[config.mk]
export PLATFORM = sky130hd
export DESIGN_NAME = taint_guard_ctrl
export DESIGN_NICKNAME = d
export VERILOG_FILES = /design/src/rtl/tgc_pkg.sv /design/src/rtl/tgc_branch_check.sv /design/src/rtl/tgc_mem_check.sv /design/src/rtl/tgc_viol_handler.sv /design/src/rtl/taint_guard_ctrl.sv
export SDC_FILE = /design/constraint.sdc
export NUM_CORES = 1
export LEC_CHECK = 0
export BUFFER_PORTS_ARGS = -buffer_cell sky130_fd_sc_hd__buf_2
export CAP_MARGIN = 20
export CORE_ASPECT_RATIO = 1.2
export CORE_MARGIN = 1
export CORE_UTILIZATION = 46
export DETAILED_ROUTE_END_ITERATION = 6
export PLACE_DENSITY = 0.79
export RECOVER_POWER = 100
export SYNTH_ARGS = -nofsm -noshare
export SYNTH_HDL_FRONTEND = slang
export SYNTH_SLANG_ARGS = --single-unit
[constraint.sdc]
create_clock -name clk -period 2.75 [get_ports clk]
set_clock_uncertainty 0.05 [all_clocks]
set_input_delay 0.275 -clock clk [delete_from_list [all_inputs] [get_ports clk]]
set_output_delay 0.275 -clock clk [all_outputs]
set_load 0.1 [all_outputs]
[src/rtl/tgc_pkg.sv]
package tgc_pkg;

    localparam int NUM_BRANCH = 2;
    localparam int NUM_MEMOP  = 3;
    localparam int BR_IW      = (NUM_BRANCH > 1) ? $clog2(NUM_BRANCH) : 1;
    localparam int MEM_IW     = (NUM_MEMOP > 1) ? $clog2(NUM_MEMOP) : 1;

    typedef enum logic [3:0] {
        ST_IDLE    = 4'd0,
        ST_FETCH_A = 4'd1,
        ST_FETCH_B = 4'd2,
        ST_TEST0   = 4'd3,
        ST_ADD     = 4'd4,
        ST_SUB     = 4'd5,
        ST_TEST1   = 4'd6,
        ST_ADJUST  = 4'd7,
        ST_STORE   = 4'd8,
        ST_DONE    = 4'd9,
        ST_HALT    = 4'd10
    } step_e;

    typedef enum logic [1:0] {
        CAUSE_NONE   = 2'd0,
        CAUSE_BRANCH = 2'd1,
        CAUSE_ADDR   = 2'd2
    } cause_e;

    typedef struct packed {
        logic [NUM_MEMOP-1:0]  benign;
        logic [NUM_BRANCH-1:0] critical;
        logic                  all_branch;
        logic                  strict;
    } policy_t;

    localparam int CFG_W = $bits(policy_t);

endpackage

[src/rtl/tgc_branch_check.sv]
module tgc_branch_check
    import tgc_pkg::*;
#(
    parameter int NB = NUM_BRANCH,
    localparam int IW = (NB > 1) ? $clog2(NB) : 1
) (
    input  logic          br_active,
    input  logic [IW-1:0] br_idx,
    input  logic          cond_taint,
    input  logic          all_branch,
    input  logic [NB-1:0] crit_mask,
    output logic          br_viol
);

    logic crit_hit;

    always_comb begin
        crit_hit = 1'b0;
        for (int i = 0; i < NB; i++) begin
            if (br_idx == IW'(i)) crit_hit = crit_mask[i];
        end
    end

    assign br_viol = br_active && cond_taint && (all_branch || crit_hit);

endmodule

[src/rtl/tgc_mem_check.sv]
module tgc_mem_check
    import tgc_pkg::*;
#(
    parameter int ADDR_W     = 16,
    parameter int GUARD_BITS = 4,
    parameter int NM         = NUM_MEMOP,
    localparam int IW = (NM > 1) ? $clog2(NM) : 1
) (
    input  logic              req_active,
    input  logic [IW-1:0]     req_idx,
    input  logic [ADDR_W-1:0] addr_taint,
    input  logic              strict,
    input  logic [NM-1:0]     benign_mask,
    output logic              mem_viol
);

    logic any_taint;
    logic guard_taint;
    logic exempt;

    assign any_taint = |addr_taint;

    generate
        if (GUARD_BITS >= ADDR_W) begin : g_full_guard
            assign guard_taint = any_taint;
        end else begin : g_top_guard
            assign guard_taint = |addr_taint[ADDR_W-1 -: GUARD_BITS];
        end
    endgenerate

    always_comb begin
        exempt = 1'b0;
        for (int i = 0; i < NM; i++) begin
            if (req_idx == IW'(i)) exempt = benign_mask[i];
        end
    end

    assign mem_viol = req_active && !exempt && (strict ? any_taint : guard_taint);

endmodule

[src/rtl/tgc_viol_handler.sv]
module tgc_viol_handler
    import tgc_pkg::*;
(
    input  logic       clk,
    input  logic       rst_n,
    input  logic       br_viol,
    input  logic       mem_viol,
    input  logic [3:0] cur_step,
    input  logic       irq_clr,
    output logic       viol_any,
    output logic       sec_irq,
    output logic       viol_valid,
    output logic [3:0] viol_state,
    output logic [1:0] viol_cause
);

    cause_e cause_now;

    assign viol_any  = br_viol || mem_viol;
    assign cause_now = br_viol ? CAUSE_BRANCH : CAUSE_ADDR;

    always_ff @(posedge clk or negedge rst_n) begin
        if (!rst_n) begin
            sec_irq    <= 1'b0;
            viol_valid <= 1'b0;
            viol_state <= 4'd0;
            viol_cause <= CAUSE_NONE;
        end else begin
            if (viol_any && !viol_valid) begin
                viol_valid <= 1'b1;
                viol_state <= cur_step;
                viol_cause <= cause_now;
            end
            if (viol_any) begin
                sec_irq <= 1'b1;
            end else if (irq_clr) begin
                sec_irq <= 1'b0;
            end
        end
    end

endmodule

[src/rtl/taint_guard_ctrl.sv]
module taint_guard_ctrl
    import tgc_pkg::*;
#(
    parameter int ADDR_W     = 16,
    parameter int GUARD_BITS = 4
) (
    input  logic              clk,
    input  logic              rst_n,
    input  logic              start,
    input  logic              cfg_we,
    input  logic [CFG_W-1:0]  cfg_wdata,
    input  logic              cmp_result,
    input  logic              cmp_taint,
    input  logic [ADDR_W-1:0] addr_taint,
    input  logic              irq_clr,
    output logic              mem_en,
    output logic              mem_we,
    output logic [MEM_IW-1:0] mem_slot,
    output logic              alu_add,
    output logic              alu_sub,
    output logic              alu_adj,
    output logic              done,
    output logic              busy,
    output logic              halted,
    output logic              sec_irq,
    output logic              viol_valid,
    output logic [3:0]        viol_state,
    output logic [1:0]        viol_cause
);

    step_e              step_q;
    step_e              step_d;
    policy_t            cfg_q;
    logic               br_act;
    logic [BR_IW-1:0]   br_idx;
    logic               mem_act;
    logic [MEM_IW-1:0]  mem_idx;
    logic               br_viol;
    logic               mem_viol;
    logic               viol_any;

    // policy register
    always_ff @(posedge clk or negedge rst_n) begin
        if (!rst_n) begin
            cfg_q <= '{benign: '0, critical: '0, all_branch: 1'b1, strict: 1'b1};
        end else if (cfg_we) begin
            cfg_q <= policy_t'(cfg_wdata);
        end
    end

    // which check applies in the current step
    always_comb begin
        br_act  = 1'b0;
        br_idx  = '0;
        mem_act = 1'b0;
        mem_idx = '0;
        unique case (step_q)
            ST_FETCH_A: begin mem_act = 1'b1; mem_idx = MEM_IW'(0); end
            ST_FETCH_B: begin mem_act = 1'b1; mem_idx = MEM_IW'(1); end
            ST_STORE:   begin mem_act = 1'b1; mem_idx = MEM_IW'(2); end
            ST_TEST0:   begin br_act  = 1'b1; br_idx  = BR_IW'(0);  end
            ST_TEST1:   begin br_act  = 1'b1; br_idx  = BR_IW'(1);  end
            default: ;
        endcase
    end

    tgc_branch_check #(
        .NB(NUM_BRANCH)
    ) i_br_chk (
        .br_active  (br_act),
        .br_idx     (br_idx),
        .cond_taint (cmp_taint),
        .all_branch (cfg_q.all_branch),
        .crit_mask  (cfg_q.critical),
        .br_viol    (br_viol)
    );

    tgc_mem_check #(
        .ADDR_W     (ADDR_W),
        .GUARD_BITS (GUARD_BITS),
        .NM         (NUM_MEMOP)
    ) i_mem_chk (
        .req_active  (mem_act),
        .req_idx     (mem_idx),
        .addr_taint  (addr_taint),
        .strict      (cfg_q.strict),
        .benign_mask (cfg_q.benign),
        .mem_viol    (mem_viol)
    );

    tgc_viol_handler i_handler (
        .clk        (clk),
        .rst_n      (rst_n),
        .br_viol    (br_viol),
        .mem_viol   (mem_viol),
        .cur_step   (step_q),
        .irq_clr    (irq_clr),
        .viol_any   (viol_any),
        .sec_irq    (sec_irq),
        .viol_valid (viol_valid),
        .viol_state (viol_state),
        .viol_cause (viol_cause)
    );

    // next step
    always_comb begin
        step_d = step_q;
        unique case (step_q)
            ST_IDLE:    if (start) step_d = ST_FETCH_A;
            ST_FETCH_A: step_d = ST_FETCH_B;
            ST_FETCH_B: step_d = ST_TEST0;
            ST_TEST0:   step_d = cmp_result ? ST_ADD : ST_SUB;
            ST_ADD:     step_d = ST_TEST1;
            ST_SUB:     step_d = ST_TEST1;
            ST_TEST1:   step_d = cmp_result ? ST_STORE : ST_ADJUST;
            ST_ADJUST:  step_d = ST_STORE;
            ST_STORE:   step_d = ST_DONE;
            ST_DONE:    step_d = ST_IDLE;
            ST_HALT:    step_d = ST_HALT;
            default:    step_d = ST_HALT;
        endcase
        if (viol_any) step_d = ST_HALT;
    end

    // state register
    always_ff @(posedge clk or negedge rst_n) begin
        if (!rst_n) step_q <= ST_IDLE;
        else        step_q <= step_d;
    end

    // outputs
    always_comb begin
        mem_en   = mem_act && !mem_viol;
        mem_we   = mem_en && (step_q == ST_STORE);
        mem_slot = mem_idx;
        alu_add  = (step_q == ST_ADD);
        alu_sub  = (step_q == ST_SUB);
        alu_adj  = (step_q == ST_ADJUST);
        done     = (step_q == ST_DONE);
        busy     = (step_q != ST_IDLE) && (step_q != ST_HALT);
        halted   = (step_q == ST_HALT);
    end

endmodule

; ---- Word-level counts from Yosys, hierarchy flattened
; Index checks and enable logic that the tools add are counted.
[word_totals]
regBits = 19
inputBits = 30
out_inout_bits = 18
word_cells = 62
[op_classes]
eq_ne = 14
muxes = 17
n_reduce_logical = 22
[op_table]
columns = operator, n
row1 = $pmux 4 s9, 1
row2 = $eq 4x3->1 const B, 4
row3 = $reduce_or 16->1, 1
row4 = $eq 4x4->1 const B, 3
row5 = $mux 4, 3
row6 = $mux 1, 11
row7 = $eq 4x2->1 const B, 2
row8 = $logic_and 1x1->1, 8
row9 = $eq 4x1->1 const B, 1
row10 = $logic_not 4->1, 1
row11 = $ne 4x4->1 const B, 1
row12 = $pmux 2 s2, 1
row13 = $reduce_bool 4->1, 1
row14 = $reduce_or 2->1, 2
row15 = $reduce_or 4->1, 1
row16 = $logic_not 1->1, 3
row17 = $ne 3x2->1 const B, 1
row18 = $reduce_or 3->1, 1
row19 = $eq 2x1->1 const B, 1
row20 = $eq 2x2->1 const B, 1
row21 = $logic_not 2->1, 1
row22 = $logic_or 1x1->1, 2
row23 = $mux 2, 1
row24 = $reduce_bool 2->1, 1

; ---- Logic depth before layout (Yosys ltp)
; Gate-level depths: netlist of the first run.
[logic_depth]
depth_word = 12
mapped_depth = 6
depth_no_buf = 5

; ---- Modules after synthesis
; From an unflattened synthesis of the first run, not the netlist that was laid out.
[unflattened]
cells_unflattened = 101
area_unflattened_um2 = 1074.8
[by_module_without_submodules]
columns = mod, instances, cells_each, area_per_inst_um2, seq_area_each_um2
row1 = taint_guard_ctrl, 1, 66, 646.9, 277.8
row2 = tgc_viol_handler, 1, 23, 330.3, 200.2
row3 = tgc_mem_check, 1, 10, 76.3, 0.0
row4 = tgc_branch_check, 1, 2, 21.3, 0.0

; ---- Worst setup path before layout of the first run
; No wires, ideal clock.
[synth_path]
path_kind = in2out
start = input addr_taint[13]
end = output mem_en
arrival_time_ns = 3.261
path_slack_ns = -0.836
path_stages = 4
path_buffers = 0
path_cell_list = or4_1 -> o22ai_2 -> inv_1 -> nor3_1
[synth_between]
elab_chain_cells = 5
elab_cells_between_ends = 6
[synth_lines]
columns = element, line_no
row1 = from (decl), taint_guard_ctrl.sv:14  ; input logic [ADDR_W-1:0] addr_taint,
row2 = $reduce_or 16->1 or $reduce_or 4->1 (tied branches), "tgc_mem_check.sv:21, tgc_mem_check.sv:27"
row3 = $mux 1 (*), tgc_mem_check.sv:38  ; assign mem_viol = req_active && !exempt && (strict ? any_taint : guard_taint);
row4 = $logic_and 1x1->1 (*), tgc_mem_check.sv:38
row5 = $logic_not 1->1 (*), taint_guard_ctrl.sv:133  ; mem_en = mem_act && !mem_viol;
row6 = $logic_and 1x1->1 (*), taint_guard_ctrl.sv:133
row7 = to (decl), taint_guard_ctrl.sv:16  ; output logic mem_en,
; Every way passes the cells marked *; elsewhere a longest branch is shown, timed or not.

; ---- Worst setup path in the final report of the first run
[layout_path]
start = register step_q[1]
end = output mem_en
[layout_between]
elab_chain_cells = 11
elab_cells_between_ends = 17
[layout_lines]
columns = element, line_no
row1 = from (decl), taint_guard_ctrl.sv:31  ; step_e step_q;
row2 = from (signal assigned), taint_guard_ctrl.sv:128  ; else step_q <= step_d;
row3 = $eq 4x4->1 or $eq 4x2->1 (tied branches), taint_guard_ctrl.sv:57  ; unique case (step_q)
row4 = $pmux 2 s2, taint_guard_ctrl.sv:57
row5 = $logic_not 2->1, tgc_mem_check.sv:34  ; if (req_idx == IW'(i)) exempt = benign_mask[i];
row6 = $mux 1 (3 in series), tgc_mem_check.sv:34
row7 = $logic_not 1->1, tgc_mem_check.sv:38
row8 = $logic_and 1x1->1 (2 in series), tgc_mem_check.sv:38
row9 = $logic_not 1->1, taint_guard_ctrl.sv:133
row10 = $logic_and 1x1->1 (*), taint_guard_ctrl.sv:133
; Marked as above.

==> flow_metrics.env, run 1 <==
export IMPL_areaGrowthSynthToFinish_pct=24.2
export IMPL_global_route_peak_usage_layer="met2"
export IMPL_ff2ff_setup_slack_ns=0.37
export IMPL_syn_mean_instance_area_um2=10.1
export IMPL_wl_um=2250
export IMPL_async_flop_share=1.00
export IMPL_grt_setup_unrepaired="false"
export IMPL_worst_hold_slack_ns=0.113
export IMPL_post_synth_top_area_fraction=0.403
export IMPL_rows=18
export IMPL_die_w_um=45.7
export IMPL_cell_taking_the_most_area_after_synthesis="sky130_fd_sc_hd__dfrtp_1"
export IMPL_clockBufferDepth=2
export IMPL_ys_types=37
export IMPL_nets=181
export IMPL_viasPerCell=5.27
export IMPL_top_level_ports=48
export IMPL_yosys_register_bits=19
export IMPL_timing_critical_path_to_type="primary output"
export IMPL_p_sw_frac=0.217
export IMPL_power_frac_seq=0.621
export IMPL_hold_path_startpoint="irq_clr"
export IMPL_slew_limit_headroom=0.216
export IMPL_dr_first_iter_drc_count=18
export IMPL_worstHoldEndpoint="i_handler.sec_irq"
export IMPL_ys_top_cells_by_area="sky130_fd_sc_hd__dfrtp_1, sky130_fd_sc_hd__mux2_2, sky130_fd_sc_hd__dfstp_2, sky130_fd_sc_hd__o21ai_0, sky130_fd_sc_hd__nand2b_1"
export IMPL_max_cap_violation_count=0
export IMPL_syn_num_nets=134
export IMPL_largest_net_degree_at_the_start_of_global_routing=20
export IMPL_comb_power_share=0.094
export IMPL_drive_above_1_share=0.387
export IMPL_synth_cells_most_frequent="sky130_fd_sc_hd__dfrtp_1, sky130_fd_sc_hd__mux2_2, sky130_fd_sc_hd__nor2_1, sky130_fd_sc_hd__o21ai_0, sky130_fd_sc_hd__nand2b_1"
export IMPL_leakage_nw=0.640
export IMPL_first_global_vias=877
export IMPL_clock_fmax_mhz=389
export IMPL_rr_startpoint="step_q[1]"
export IMPL_buffer_ports_inserted=47
export IMPL_numClockSinks=19
export IMPL_status="finished clean"
export IMPL_worst_endpoint_arrival_ns=2.25
export IMPL_cts_htree_levels=1
export IMPL_vdd_ir_drop_worst_mv=0.354
export IMPL_worst_r2r_endpoint="i_handler.viol_state[2]"
export IMPL_num_vias=949
export IMPL_fin_crit_ns=2.57
export IMPL_setup_tns_final_ns=0
export IMPL_post_route_period_util=0.935
export IMPL_chipHeight_um=54.5
export IMPL_mappedNetlistArea_um2=1050
export IMPL_yosysSeqAreaShare=0.453
export IMPL_num_antenna_cells=0
export IMPL_worst_setup_path_start_kind="flop"
export IMPL_power_density_cell_area_nw_per_um2=364
export IMPL_met2_track_demand_over_resource_in_global_routing=0.371
export IMPL_wl_per_cell_um=12.5
export IMPL_initial_antenna_violation_count=0
export IMPL_clock_root_buffer="sky130_fd_sc_hd__clkbuf_4"
export IMPL_design_die_area_um2=2490
export IMPL_core_um2=2120
export IMPL_ant_nets=0
export IMPL_clk_pin_slew_ns=0.10
export IMPL_dpl_hpwl_um=1740
export IMPL_worst_r2r_cell_count=5
export IMPL_max_slew_worst_pin_slew_ns=1.18
export IMPL_gp_congestion=0.727
export IMPL_insertion_delay_ns=0.29
export IMPL_ys_flop_type="sky130_fd_sc_hd__dfrtp_1"
export IMPL_hold_viol_final=0
export IMPL_groute_layer_met3_usage=0.0297
export IMPL_ys_warnings_count=0
export IMPL_global_route_usage_met1=0.236
export IMPL_critPathRequiredTime_ns=2.42
export IMPL_slew_viol_final=0
export IMPL_finalSetupViolCount=0
export IMPL_grtUsageTotal=0.200
export IMPL_tritoncts="built"
export IMPL_starting_density_of_the_core=0.498
export IMPL_synth_enable_flop_cells=0
export IMPL_critical_path_peak_fanout=17
export IMPL_yosysMostFrequentCell="sky130_fd_sc_hd__dfrtp_1"
export IMPL_worst_setup_path_type="reg -> out"
export IMPL_hold_depth=2
export IMPL_drt_first_pass_iters=4
export IMPL_grt_pass1_wl_um=3580
export IMPL_synthCells=104
export IMPL_remaining_drc_errors=0
export IMPL_hold_path_class="in -> reg"
export IMPL_total_overflow_reported_by_the_global_router=0
export IMPL_filler_cells_inserted=209
export IMPL_net_switching_power_mw=0.103
export IMPL_power_frac_clock=0.284
export IMPL_cts_made_buffers=3
export IMPL_internal_power_mw=0.374
## area by class of cell
type / instances / area [µm²] / area share
Tap cell: 30 / 37.5 / 0.0287
Timing Repair Buffer: 49 / 244 / 0.186
Sequential cell: 19 / 478 / 0.365
Multi-Input combinational cell: 74 / 509 / 0.389
Inverter: 4 / 15.0 / 0.0115
Clock buffer: 4 / 26.3 / 0.0201
## registers in the layout, indices dropped and copies added (netlist names)
name,cells
cfg_q,7
i_handler.viol_state,4
step_q,4
i_handler.viol_cause,2
i_handler.sec_irq,1
i_handler.viol_valid,1
## metal layers
layer  part of all wire  vias up
met1               0.40      440
met4             0.0076        0
met2               0.53       44
met5                  0        -
li1                   -      463
met3              0.064        2
## power by group through the flow
stage	Clock, mW	Sequential [mW]	Combinational [mW]
floorplan	0	0.301	0.0175
global placement	0	0.302	0.0433
detailed placement	0	0.303	0.0452
CTS	0.139	0.297	0.0467
global route	0.148	0.298	0.0514
finish	0.136	0.296	0.0450
## cells by family (layout without fill, tap and decap cells)
group           Yosys count  count (layout)  share of synthesized area
simple gates             41              41                      0.235
fa+ha+maj                 1               1                    0.00949
xor+xnor                  2               2                     0.0166
buf+inv                  11              57                     0.0510
compound gates           20              20                      0.128
flops                    19              19                      0.453
mux                      10              10                      0.107
## timing repair
action | in CTS | in global routing
endpoints found under the hold margin | 17 | 0
setup buffers | 0 | 0
hold buffers | 1 | 0
setup endpoints to repair | 0 | 1
resized for setup | 0 | 1
## layout by cell type (no fill, tap or decap), types with 4 or more instances in the layout
master	instances
sky130_fd_sc_hd__buf_2	29
sky130_fd_sc_hd__clkbuf_1	10
sky130_fd_sc_hd__clkbuf_2	8
sky130_fd_sc_hd__clkbuf_4	4
sky130_fd_sc_hd__dfrtp_1	17
sky130_fd_sc_hd__inv_1	4
sky130_fd_sc_hd__mux2_2	10
sky130_fd_sc_hd__nand2b_1	6
sky130_fd_sc_hd__nor2_1	9
sky130_fd_sc_hd__o21ai_0	10
## critical path, stage by stage (launching register included)
cell and delay, ns:
sky130_fd_sc_hd__dfrtp_1 0.56, sky130_fd_sc_hd__or4b_1 0.67, sky130_fd_sc_hd__nor2_2 0.13, sky130_fd_sc_hd__o22ai_2 0.11
sky130_fd_sc_hd__inv_1 0.11, sky130_fd_sc_hd__nor3_1 0.06, sky130_fd_sc_hd__clkbuf_4 0.30
## how the worst max path moves through the flow
stage / from / to / cells after the start
after floorplan: addr_taint[13] / mem_en / 4
after global placement: addr_taint[13] / mem_en / 6
after detailed placement: addr_taint[13] / mem_en / 6
after CTS: step_q[1] / mem_en / 6
after global routing: step_q[1] / mem_en / 6
final: step_q[1] / mem_en / 6
## per-stage QoR
stage / utilization / setup WS, ns / power [mW] / std cells / cell area, µm²
detailed placement: 0.621 / 0.431 / 0.348 / 175 / 1310
CTS: 0.638 / 0.127 / 0.483 / 180 / 1350
global route: 0.619 / 0.0699 / 0.498 / 180 / 1310
finish: 0.619 / 0.180 / 0.477 / 180 / 1310
floorplan: - / 0.000132 / 0.318 / 104 / 1070
global placement: 0.621 / 0.469 / 0.346 / 175 / 1310
(Power assumes the default switching activity.)
==> run 2, diff against run 1 <==
CORE_ASPECT_RATIO = 1.25   (was 1.2)
==> flow_metrics.env, run 2 (synthesis results as in run 1) <==
export IMPL_status="finished clean"
export IMPL_gp_congestion=0.759
export IMPL_sequential_cell_area_um2=478
export IMPL_wl_um=2380
export IMPL_design_die_area_um2=2490
export IMPL_power_density_cell_area_nw_per_um2=368
export IMPL_max_slew_worst_pin_slew_ns=1.18
export IMPL_post_route_period_util=0.917
export IMPL_largest_net_degree_at_the_start_of_global_routing=20
export IMPL_numClockSinks=19
export IMPL_clock_fmax_mhz=396
export IMPL_grtUsageTotal=0.211
export IMPL_cts_made_buffers=3
export IMPL_fin_crit_ns=2.52
export IMPL_p_total_mw=0.483
export IMPL_critical_path_slowest_cell="sky130_fd_sc_hd__or4b_4"
export IMPL_total_overflow_reported_by_the_global_router=0
export IMPL_hold_viol_final=0
export IMPL_setup_tns_final_ns=0
export IMPL_hold_path_class="in -> reg"
export IMPL_core_um2=2190
export IMPL_chipHeight_um=55.5
export IMPL_drive_above_1_share=0.387
export IMPL_buffer_ports_inserted=47
export IMPL_most_common_layout_cells="sky130_fd_sc_hd__buf_2, sky130_fd_sc_hd__dfrtp_1"
export IMPL_critical_path_peak_fanout=17
export IMPL_die_w_um=44.8
export IMPL_areaGrowthSynthToFinish_pct=24.4
export IMPL_clock_root_buffer="sky130_fd_sc_hd__clkbuf_4"
export IMPL_grt_setup_unrepaired="false"
export IMPL_clockBufferDepth=2
export IMPL_rows=19
export IMPL_nets=181
export IMPL_drt_first_pass_iters=4
export IMPL_filler_cells_inserted=215
export IMPL_max_cap_violation_count=0
export IMPL_slew_viol_final=0
export IMPL_path_cells="or4b_4, nor2_1, o22ai_2, inv_1, nor3_1, clkbuf_4"
export IMPL_first_global_vias=892
export IMPL_worst_endpoint_arrival_ns=2.20
export IMPL_end_of_flow_core_utilization=0.600
export IMPL_slew_limit_headroom=0.219
export IMPL_worst_setup_path_type="reg -> out"
export IMPL_dp_worst_slack_ns=0.409
export IMPL_starting_density_of_the_core=0.482
export IMPL_viasPerCell=5.29
export IMPL_critPathMaxStageDelay_ns=0.61
export IMPL_vdd_ir_drop_worst_mv=0.303
export IMPL_initial_antenna_violation_count=0
export IMPL_multiInputGateArea_um2=510
export IMPL_grt_pass1_wl_um=3860
export IMPL_layout_top_registers="cfg_q: 7 flops, i_handler.viol_state: 4 flops, step_q: 4 flops"
export IMPL_wl_per_cell_um=13.1
export IMPL_final_common_cell="sky130_fd_sc_hd__buf_2"
export IMPL_dpl_hpwl_um=1820
export IMPL_finalWorstSetupSlack_ns=0.227
export IMPL_worst_hold_slack_ns=0.101
export IMPL_timing_critical_path_to_type="primary output"
export IMPL_max_flop_register="cfg_q"
export IMPL_cts_htree_levels=1
export IMPL_ant_nets=0
export IMPL_worst_setup_path_start_kind="flop"
export IMPL_dr_first_iter_drc_count=19
export IMPL_tritoncts="built"
export IMPL_top_level_ports=48
export IMPL_clk_pin_slew_ns=0.10
export IMPL_leakage_nw=0.643
export IMPL_critPathRequiredTime_ns=2.42
export IMPL_remaining_drc_errors=0
export IMPL_finalSetupViolCount=0
export IMPL_num_vias=957
export IMPL_largest_register_ffs=7
export IMPL_num_antenna_cells=0
export IMPL_insertion_delay_ns=0.30
-- run 2: cell counts in the layout (fill, tap and decap cells not counted) --
No cell type changed its count.
-- run 2: routing by layer --
layer | track usage | share of wire | vias up
li1 | - | - | 458
met1 | 0.267 | 0.38 | 451
met2 | 0.357 | 0.54 | 43
met3 | 0.0359 | 0.070 | 5
met4 | 0.0649 | 0.015 | 0
met5 | 0 | 0 | -
-- run 2: power breakdown --
part,total [mW],internal (mW),leakage (nW),switching (mW)
logic,0.0452,0.0261,0.391,0.0191
registers,0.296,0.291,0.236,0.00546
clock network,0.141,0.0566,0.0150,0.0844
total,0.483,0.374,0.643,0.109
-- run 2: per-stage QoR --
step / cell area [µm²] / instances
2_1_floorplan: 1070 / 104
3_3_place_gp: 1320 / 176
3_5_place_dp: 1320 / 176
4_1_cts: 1350 / 181
5_1_grt: 1310 / 181
6_report: 1310 / 181
-- run 2: cell type report --
| cell class | count | share of cell area |
|---|---|---|
| inverter | 4 | 0.0114 |
| clock buffer | 4 | 0.0200 |
| multi-input combinational | 74 | 0.389 |
| sequential | 19 | 0.364 |
| timing repair buffer | 49 | 0.186 |
| tap | 31 | 0.0296 |
-- run 2: worst paths after layout --
check | start | endpoint | slack (ns) | cells after the start
worst max-delay path | step_q[1] | mem_en | 0.23 | 6
worst min-delay path | irq_clr | i_handler.sec_irq | 0.10 | 2
worst max register to register | step_q[1] | i_handler.viol_state[1] | 0.41 | 5
worst min register to register | i_handler.viol_cause[1] | i_handler.viol_cause[1] | 0.45 | 1
max in group asynchronous | rst_n | i_handler.viol_cause[0] | 1.44 | 2
min in group asynchronous | rst_n | cfg_q[6] | 0.61 | 2
-- run 2: critical path: cells and delay by family (launching register included) --
family                 cells  cell delay, ns
DFF                        1            0.56
and+or+nand+nor            3            0.80
buffers and inverters      2            0.42
AOI/OAI and AO/OA          1            0.12
-- run 2: timing repair --
item	in CTS	in global routing
endpoints found under the setup margin	0	1
hold endpoints to repair	17	0
resized for setup	0	1
hold buffers	1	0
buffers inserted	0	0
